==> config.mk <==
export PLATFORM = sky130hd
export DESIGN_NAME = spi_fifo_irq_front
export DESIGN_NICKNAME = d
export VERILOG_FILES = /design/src/rtl/sfe_pkg.sv /design/src/rtl/sfe_fifo.sv /design/src/rtl/sfe_irq.sv /design/src/rtl/spi_fifo_irq_front.sv
export SDC_FILE = /design/constraint.sdc
export NUM_CORES = 1
export LEC_CHECK = 0
export ABC_AREA = 1
export BUFFER_PORTS_ARGS = -buffer_cell sky130_fd_sc_hd__buf_2
export CORE_MARGIN = 1.5
export CORE_UTILIZATION = 40
export CTS_BUF_LIST = sky130_fd_sc_hd__clkbuf_8
export DETAILED_ROUTE_END_ITERATION = 8
export GPL_ROUTABILITY_DRIVEN = 0
export PLACE_DENSITY_LB_ADDON = 0.15
export SLEW_MARGIN = 5
export SYNTH_ARGS = -nofsm -noshare
export SYNTH_HDL_FRONTEND = slang
export SYNTH_SLANG_ARGS = --single-unit
==> constraint.sdc <==
create_clock -name clk -period 2.9 [get_ports clk]
set_clock_uncertainty 0.15 [all_clocks]
set_input_delay 0.29 -clock clk [delete_from_list [all_inputs] [get_ports clk]]
set_output_delay 0.29 -clock clk [all_outputs]
set_load 0.05 [all_outputs]
==> src/rtl/sfe_pkg.sv <==
package sfe_pkg;
    localparam int REG_W = 32;
    localparam int ADDR_W = 6;

    localparam logic [ADDR_W-1:0] OFS_CTL  = 6'h00;
    localparam logic [ADDR_W-1:0] OFS_STAT = 6'h14;
    localparam logic [ADDR_W-1:0] OFS_IE   = 6'h18;
    localparam logic [ADDR_W-1:0] OFS_IRQ  = 6'h1C;
    localparam logic [ADDR_W-1:0] OFS_FCTL = 6'h20;
    localparam logic [ADDR_W-1:0] OFS_DATA = 6'h24;

    // event / level positions in the interrupt register
    localparam int EV_OVR   = 0;
    localparam int EV_RXREQ = 1;
    localparam int EV_TXREQ = 2;
    localparam int EV_RC    = 3;
    localparam int EV_TC    = 4;
    localparam int EV_RXTHR = 9;
    localparam int EV_N     = 5;

    localparam int FC_TXFL  = 12;
    localparam int FC_RXFL  = 4;
    localparam int THR_W    = 4;

    localparam int ST_RNE   = 0;
    localparam int ST_BUSY  = 7;

    typedef struct packed {
        logic             en;
        logic [THR_W-1:0] tx_thr;
        logic [THR_W-1:0] rx_thr;
        logic [EV_N-1:0]  ie;
    } regs_t;
endpackage

==> src/rtl/sfe_fifo.sv <==
module sfe_fifo #(
    parameter int W     = 32,
    parameter int DEPTH = 8
) (
    input  logic                         clk,
    input  logic                         rst_n,
    input  logic                         flush,
    input  logic                         push,
    input  logic [W-1:0]                 wdata,
    input  logic                         pop,
    output logic [W-1:0]                 rdata,
    output logic [$clog2(DEPTH+1)-1:0]   count,
    output logic                         full,
    output logic                         empty
);
    localparam int PW = $clog2(DEPTH);
    localparam int CW = $clog2(DEPTH+1);
    localparam logic [PW-1:0] LAST = PW'(DEPTH - 1);

    typedef struct packed {
        logic [DEPTH-1:0][W-1:0] mem;
        logic [PW-1:0]           wp;
        logic [PW-1:0]           rp;
        logic [CW-1:0]           cnt;
    } st_t;

    st_t st_d, st_q;
    logic do_push, do_pop;

    assign full    = (st_q.cnt == CW'(DEPTH));
    assign empty   = (st_q.cnt == '0);
    assign do_push = push && !full;
    assign do_pop  = pop && !empty;
    assign rdata   = st_q.mem[st_q.rp];
    assign count   = st_q.cnt;

    always_comb begin
        st_d = st_q;
        if (flush) begin
            st_d.wp  = '0;
            st_d.rp  = '0;
            st_d.cnt = '0;
        end else begin
            if (do_push) begin
                st_d.mem[st_q.wp] = wdata;
                st_d.wp = (st_q.wp == LAST) ? '0 : st_q.wp + 1'b1;
            end
            if (do_pop) begin
                st_d.rp = (st_q.rp == LAST) ? '0 : st_q.rp + 1'b1;
            end
            st_d.cnt = st_q.cnt + CW'(do_push) - CW'(do_pop);
        end
    end

    always_ff @(posedge clk or negedge rst_n) begin
        if (!rst_n) st_q <= '0;
        else        st_q <= st_d;
    end
endmodule

==> src/rtl/sfe_irq.sv <==
module sfe_irq
    import sfe_pkg::*;
(
    input  logic            clk,
    input  logic            rst_n,
    input  logic            eng_busy,
    input  logic            tx_empty,
    input  logic            rx_reached,
    input  logic            tx_room,
    input  logic            ovr_evt,
    input  logic            clr_we,
    input  logic [EV_N-1:0] clr_bits,
    input  logic [EV_N-1:0] ie,
    output logic [EV_N-1:0] stat,
    output logic            irq
);
    typedef struct packed {
        logic busy;
        logic tc;
        logic rc;
        logic ovr;
    } ev_t;

    ev_t ev_d, ev_q;
    logic busy_fall;
    logic [EV_N-1:0] clr;

    assign busy_fall = ev_q.busy && !eng_busy;
    assign clr       = clr_we ? clr_bits : '0;

    always_comb begin
        ev_d      = ev_q;
        ev_d.busy = eng_busy;
        ev_d.tc   = (ev_q.tc  && !clr[EV_TC])  || (busy_fall && tx_empty);
        ev_d.rc   = (ev_q.rc  && !clr[EV_RC])  || (busy_fall && rx_reached);
        ev_d.ovr  = (ev_q.ovr && !clr[EV_OVR]) || ovr_evt;
    end

    always_ff @(posedge clk or negedge rst_n) begin
        if (!rst_n) ev_q <= '0;
        else        ev_q <= ev_d;
    end

    always_comb begin
        stat           = '0;
        stat[EV_TC]    = ev_q.tc;
        stat[EV_RC]    = ev_q.rc;
        stat[EV_TXREQ] = tx_room;
        stat[EV_RXREQ] = rx_reached;
        stat[EV_OVR]   = ev_q.ovr;
    end

    assign irq = |(stat & ie);
endmodule

==> src/rtl/spi_fifo_irq_front.sv <==
module spi_fifo_irq_front
    import sfe_pkg::*;
#(
    parameter int DATA_W = 32,
    parameter int DEPTH  = 8
) (
    input  logic              clk,
    input  logic              rst_n,
    input  logic              reg_sel,
    input  logic              reg_we,
    input  logic [5:0]        reg_addr,
    input  logic [31:0]       reg_wdata,
    output logic [31:0]       reg_rdata,
    output logic              eng_en,
    input  logic              eng_busy,
    output logic              tx_valid,
    input  logic              tx_ready,
    output logic [DATA_W-1:0] tx_data,
    input  logic              rx_valid,
    output logic              rx_ready,
    input  logic [DATA_W-1:0] rx_data
    ,output logic             irq
);
    localparam int CW = $clog2(DEPTH+1);

    regs_t regs_d, regs_q;

    logic wr, rd;
    logic tx_flush, rx_flush, tx_push, tx_pop, rx_push, rx_pop;
    logic tx_full, tx_empty, rx_full, rx_empty;
    logic [CW-1:0] tx_cnt, rx_cnt;
    logic [DATA_W-1:0] rx_head;
    logic rx_reached, tx_room, ovr_evt;
    logic [EV_N-1:0] stat_w;
    logic [EV_N-1:0] ie_w;
    logic unused_wbits;

    assign wr = reg_sel && reg_we;
    assign rd = reg_sel && !reg_we;
    assign unused_wbits = ^{reg_wdata[31:13], reg_wdata[7:5]};

    always_comb begin
        regs_d = regs_q;
        if (wr) begin
            case (reg_addr)
                OFS_CTL:  regs_d.en = reg_wdata[0];
                OFS_IE:   regs_d.ie = reg_wdata[EV_N-1:0];
                OFS_FCTL: begin
                    regs_d.tx_thr = reg_wdata[8 +: THR_W];
                    regs_d.rx_thr = reg_wdata[0 +: THR_W];
                end
                default: ;
            endcase
        end
    end

    always_ff @(posedge clk or negedge rst_n) begin
        if (!rst_n) regs_q <= '0;
        else        regs_q <= regs_d;
    end

    assign tx_flush = wr && (reg_addr == OFS_FCTL) && reg_wdata[FC_TXFL];
    assign rx_flush = wr && (reg_addr == OFS_FCTL) && reg_wdata[FC_RXFL];
    assign tx_push  = wr && (reg_addr == OFS_DATA);
    assign rx_pop   = rd && (reg_addr == OFS_DATA);
    assign tx_valid = regs_q.en && !tx_empty;
    assign rx_ready = regs_q.en && !rx_full;
    assign tx_pop   = tx_valid && tx_ready;
    assign rx_push  = rx_valid && rx_ready;
    assign ovr_evt  = regs_q.en && rx_valid && rx_full;
    assign eng_en   = regs_q.en;
    assign ie_w     = regs_q.ie;

    sfe_fifo #(.W(DATA_W), .DEPTH(DEPTH)) tx_fifo_i (
        .clk(clk), .rst_n(rst_n), .flush(tx_flush),
        .push(tx_push), .wdata(reg_wdata[DATA_W-1:0]),
        .pop(tx_pop), .rdata(tx_data),
        .count(tx_cnt), .full(tx_full), .empty(tx_empty)
    );

    sfe_fifo #(.W(DATA_W), .DEPTH(DEPTH)) rx_fifo_i (
        .clk(clk), .rst_n(rst_n), .flush(rx_flush),
        .push(rx_push), .wdata(rx_data),
        .pop(rx_pop), .rdata(rx_head),
        .count(rx_cnt), .full(rx_full), .empty(rx_empty)
    );

    logic unused_txfull;
    assign unused_txfull = tx_full;

    assign rx_reached = !rx_empty && (int'(rx_cnt) >= int'(regs_q.rx_thr));
    assign tx_room    = int'(tx_cnt) <= int'(regs_q.tx_thr);

    sfe_irq irq_i (
        .clk(clk), .rst_n(rst_n), .eng_busy(eng_busy),
        .tx_empty(tx_empty), .rx_reached(rx_reached), .tx_room(tx_room),
        .ovr_evt(ovr_evt),
        .clr_we(wr && (reg_addr == OFS_IRQ)),
        .clr_bits(reg_wdata[EV_N-1:0]),
        .ie(regs_q.ie), .stat(stat_w), .irq(irq)
    );

    always_comb begin
        reg_rdata = '0;
        if (rd) begin
            case (reg_addr)
                OFS_CTL:  reg_rdata[0] = regs_q.en;
                OFS_STAT: begin
                    reg_rdata[ST_RNE]  = !rx_empty;
                    reg_rdata[ST_BUSY] = eng_busy;
                end
                OFS_IE:   reg_rdata[EV_N-1:0] = regs_q.ie;
                OFS_IRQ:  begin
                    reg_rdata[EV_N-1:0] = stat_w;
                    reg_rdata[EV_RXTHR] = rx_reached;
                end
                OFS_FCTL: begin
                    reg_rdata[8 +: THR_W] = regs_q.tx_thr;
                    reg_rdata[0 +: THR_W] = regs_q.rx_thr;
                end
                OFS_DATA: if (!rx_empty) reg_rdata = REG_W'(rx_head);
                default: ;
            endcase
        end
    end
endmodule

Yosys cells after proc, flatten, opt, wreduce, memory -nomap -nowiden --
Index checks and enable logic that the tools add are counted.
Word-level totals: register bits after elaboration 550, bits in latches 0, RAM bits 0, memory bits (read-only) 0, output and inout bits 68, word-level logic and storage cells 144, memories kept 0
Operators by class: add/sub/neg operators 8, multiply operators 0, divide/modulo/power cells 0, magnitude comparators 8, equality and inequality tests 11, shift operators 0, multiplexer cells 32, bitwise logic cells 3, reductions and logical operators 52
Operators by type and width (number):
- bitwise mux 256 bit | 2
- binary-select mux 32 bit (select 3 bit) | 2
- demux 32 bit (select 3 bit) | 2
- 2-to-1 mux 32 bit | 6
- logical AND 1 bit | 27
- 2-to-1 mux 3 bit | 8
- 2-to-1 mux 10 bit | 2
- 2-to-1 mux 20 bit | 1
- == test 6 x 5 -> 1 bit, second input constant | 3
- < comparator 3 x 4 -> 1 bit, second input constant | 4
- adder 3 x 1 -> 3 bit, second input constant | 4
- == test 3 bit, second input constant | 4
- == test 6 bit, second input constant | 2
- case mux 3 bit (4 select lines) | 1
- AND reduction 2 bit | 5
- logical NOT 1 bit | 9
- adder 4 x 1 -> 4 bit | 2
- == test 4 bit, second input constant | 2
- logical NOT 4 bit | 2
- nonzero test 2 bit | 4
- subtractor 4 x 1 -> 4 bit | 2
- >= comparator 3 x 1 -> 1 bit, second input constant | 2
- logical NOT 6 bit | 1
- case mux 1 bit (3 select lines) | 2
- 11 further kinds | 15

Depth between registers and ports, before layout --
depth in word-level cells 8, gate-level depth with buffers 15, gate-level depth less buffers 14

Modules after synthesis --
From an unflattened synthesis, not the netlist that was laid out.
Second synthesis, totals: cell total of the unflattened synthesis 3977, area total of the unflattened synthesis 29046.6 um2
By module, submodules not included:
- sfe_fifo at rx_fifo_i | times used 1, cells an instance 1853, area an instance 13595.5 um2, sequential area each 6656.4 um2
- sfe_fifo at tx_fifo_i | times used 1, cells an instance 1849, area an instance 13581.8 um2, sequential area each 6656.4 um2
- spi_fifo_irq_front | times used 1, cells an instance 244, area an instance 1642.8 um2, sequential area each 350.3 um2
- sfe_irq | times used 1, cells an instance 31, area an instance 226.5 um2, sequential area each 100.1 um2

Worst setup path after synthesis --
No wires, ideal clock.
kind flip-flop to flip-flop, start reg regs_q[13], in the netlist eng_en, end reg tx_fifo_i.st_q (netlist bit tx_fifo_i.count[2]), setup time 0.114 ns, arrival 3.088 ns, required time 2.636 ns, path slack -0.452 ns, stages on the path, launching flop included 12, clock period less this slack 3.352 ns, path through dfrtp_1 -> inv_1 -> a31oi_1 -> nand2_1 -> inv_1 -> ha_1 -> inv_1 -> ha_1 -> fa_1 -> xor2_1 -> nand2_1 -> inv_1
RTL lines:
- start: declaration | line spi_fifo_irq_front.sv:26 | regs_t regs_d, regs_q;
- start signal: assignment | line spi_fifo_irq_front.sv:59 | else regs_q <= regs_d;
- end signal: assignment | line sfe_fifo.sv:57 | else st_q <= st_d;
- end: declaration | line sfe_fifo.sv:27 | st_t st_d, st_q;

Worst setup path after layout --
start reg rx_fifo_i.st_q[4] in the netlist's numbering, end out reg_rdata[31]
Between the ends: cells in the longest elaborated chain, start to end 5
RTL lines:
- start: declaration | line sfe_fifo.sv:27
- start signal: assignment | line sfe_fifo.sv:57
- binary-select mux 32 bit (select 3 bit) | line sfe_fifo.sv:34 | assign rdata = st_q.mem[st_q.rp];
- 2-to-1 mux 32 bit (implied by the code) | line sfe_fifo.sv:34
- 2-to-1 mux 32 bit | line spi_fifo_irq_front.sv:121 | OFS_DATA: if (!rx_empty) reg_rdata = REG_W'(rx_head);
- 2-to-1 mux 20 bit | line spi_fifo_irq_front.sv:106 | case (reg_addr)
- 2-to-1 mux 32 bit | line spi_fifo_irq_front.sv:105 | if (rd) begin
- end: declaration | line spi_fifo_irq_front.sv:13 | output logic [31:0] reg_rdata,
Every way passes these cells. The select of a mux whose other input is x is not followed.

==> results.md <==
- Status: finished with violations
- Failing checks: negative setup slack
- Maximum clock frequency: 0.334 GHz
- Critical-path maximum fanout: 10
- Fin crit period: between 2000 and 3000 ps
- Via-to-Cell Ratio: approximately 5.5
- PortBufs: 144
- Post-synthesis to final-layout area growth: 25.2%
- Peak supply drop: approximately 370 µV
- Sequential-to-total area share from yosys stat: 0.521
- Setup WS pre-CTS: 316 ps
- Num CTS Buffers: 100
- Crit path kind: reg2out
- Distinct cell type count of the synthesized netlist: 35
- Worst-case reg-to-reg path depth: 10
- Critical Path AT: 2550 ps
- Slew HR: 0.416
- Hpwl dp: 48100 µm
- Final hold vios: 0
- Largest cells by area after synthesis: dfrtp_1 (52%), nand2_1 (14%), o21ai_0 (8.7%)
- Layout cells sized above 1: 0.163
- First-pass GRT wire length: 138000 µm
- Top sig layer: met5
- Setup ws final: -94.2 ps
- CTS tree: yes
- Metal3 WL: 6250 µm
- Yosys Warn Count: 0
- # setup viols final: 15
- Leading area contributor after synthesis: dfrtp_1
- Overall Global Routing Usage: 0.263
- Clock Sinks: 550
- M1 WL: 39300 µm
- Synth top area share: 0.521
- Antenna viol nets, final: 0
- CTS max path bufs: 3
- Max-cap violations: 0
- Unrepaired setup endpoints after global routing: yes
- Syn_area_per_cell: around 8 µm²
- Seq cells post-synth: between 500 and 600
- Worst hold path class: in2async
- Die Wd: roughly 260 µm
- Fin nets: 3634
- Worst R2R Start: rx_fifo_i.count[2]
- Rows: 94
- Pleak: 16.5 nW
- Post-Route WL: slightly below 90000 µm
- Slew Limit Fails: 0
- Residual DRC: 0
- Die height: ~260 µm
- Power Density: 831 nW/µm²
- Initial Util: 0.403
- WL per Instance: 19.8 µm
- Clk_lat worst skew: between 700 and 800 ps
- Period Utilization, post-route: 1.03
- Placed cell area: 28200 µm²
- H-tree depth: 3
- Kind of end point of the critical path: output pin
- Data required, critical path: 2460 ps
- Initial antenna violation count: 4
- Largest net degree at the start of global routing: 83
- I/O pins: around 150
- Core Box Area: 65500 µm²
- Global route total overflow: 0
- Post-Syn Area: 26400 µm²
- Met2 routed wirelength: around 40000 µm
- Cells after Synth: 3314
- Worst-margin pin slew: 875 ps
- Crit path from: rx_fifo_i.st_q[4]
- Vias in the first global route: 23.8k
- Syn Nets: 3421
- Final instance area: 33100 µm²
- Crit path launch type: register
- Filler instances: between 6k and 7k
- Pre-Repair DR Iteration Count: 6
- CTS clk-pin slew, worst paths: 60 ps
- Vias: between 20k and 25k
- Die area: roughly 68000 µm²
- Initial DRC Count: 2341
- Root buf cell: clkbuf_8
==> worst paths after layout <==
check,endpoint,slack [ps]
worst max-delay path,reg_rdata[31],-90
worst min-delay path,eng_en,110
worst max register to register,rx_fifo_i.st_q[184],140
worst min register to register,rx_fifo_i.st_q[199],310
max in group asynchronous,tx_fifo_i.st_q[43],1570
min in group clk,tx_fifo_i.st_q[7],130
==> cell usage after synthesis <==
master    count
a31oi_1      24
buf_6        22
nand3b_1      3
clkinv_1      2
nor2_4        3
o211ai_1     34
buf_2        49
buf_1        47
fa_1          2
nor2_1      417
nand2_2       1
nand3_4       4
nand2_1    1000
nand2_4       6
a21oi_1      16
o21ai_0     460
a22oi_1       2
o21ai_1       8
clkbuf_1    142
o32ai_1      64
ha_1         28
nor3b_1       3
inv_1       110
dfrtp_1     550
nor2_2        1
nand2_8       3
nor2_8        2
a22o_1        1
o31ai_1       1
inv_2         3
xor2_1        2
nand4_1       2
nand3_1     300
nor3b_2       1
o21bai_1      1
==> final cells by class <==
class / instances / area, µm² / area share
clock buffers: 128 / 1760 / 0.0533
diodes: 2 / 5.00 / 0.000151
repair buffers: 371 / 4110 / 0.124
flip-flops and latches: 550 / 13800 / 0.417
well taps: 864 / 1080 / 0.0327
clock inverters: 53 / 315 / 0.00953
inverters: 115 / 477 / 0.0144
multi-input cells: 2389 / 11500 / 0.349
==> layout by cell type (no fill, tap or decap), types with 4 or more instances in the layout <==
master	instances
a21oi_1	9
a21oi_2	6
a31oi_1	20
buf_12	44
buf_16	23
buf_2	85
buf_4	100
buf_6	30
buf_8	8
bufbuf_16	5
clkbuf_8	128
clkinv_2	12
dfrtp_1	546
dlygate4sd3_1	70
ha_1	27
inv_1	137
inv_2	6
nand2_1	974
nand2_2	23
nand2_4	9
nand2_8	4
nand3_1	281
nand3_2	14
nand3_4	9
nor2_1	382
nor2_2	22
nor2_4	17
o211ai_1	34
o21ai_0	411
o21ai_1	52
o21ai_2	5
o32ai_1	58
o32ai_2	6
==> cell families (layout without fill, tap and decap cells) <==
logic type      Yosys count  in the layout  synth area share
xor+xnor                  2              2          0.000663
flops                   550            550             0.521
fa+ha+maj                30             30            0.0148
other cells               0              2                 0
simple gates           1746           1746             0.272
compound gates          611            611             0.130
buf+inv                 375            667            0.0619
==> flip-flops by register name (all words and copies together) (netlist names) <==
signal and flops:
rx_fifo_i.st_q 262, tx_fifo_i.st_q 262, regs_q 8, ie_w 5, rx_fifo_i.count 4, tx_fifo_i.count 4
irq_i.stat 3, eng_en 1, irq_i.ev_q 1
==> through the flow <==
stage	total power [mW]	cells	utilization	hold slack [ps]	setup TNS [ps]
floorplan	15.1	3314	-	-156	0
global placement	17.9	4147	0.430	254	0
detailed placement	18.0	4147	0.430	259	0
CTS	27.1	4456	0.496	70.9	-1460
global route	29.0	4472	0.505	134	-3810
finish	27.5	4472	0.505	109	-489
==> report_power, final <==
group	switching (mW)	internal (mW)	total [mW]
sequential	0.666	8.56	9.22
combinational	6.92	3.75	10.7
clock	3.39	4.22	7.60
==> per-layer routing <==
metal / vias up / GRT usage
met5: - / 0
li1: 11300 / -
met4: 4 / 0.0964
met1: 12000 / 0.364
met2: 897 / 0.408
met3: 194 / 0.0508
==> what timing repair did <==
item                                    CTS  global route
endpoints found under the setup margin   64            57
pin swaps                                47            58
resized for setup                       184           124
hold endpoints to repair                614             0
hold buffers                             70             0
cloned                                   23             3
buffers inserted                         37            13
==> worst max-delay path, stage by stage (launching register included) <==
cell      delay [ps]
dfrtp_4          470
buf_12           160
buf_12           140
buf_16           150
o21ai_0          100
o211ai_1         350
nand2_1           90
a31oi_1          170
buf_4            220
No activity file was read; power rests on OpenSTA's default activity.
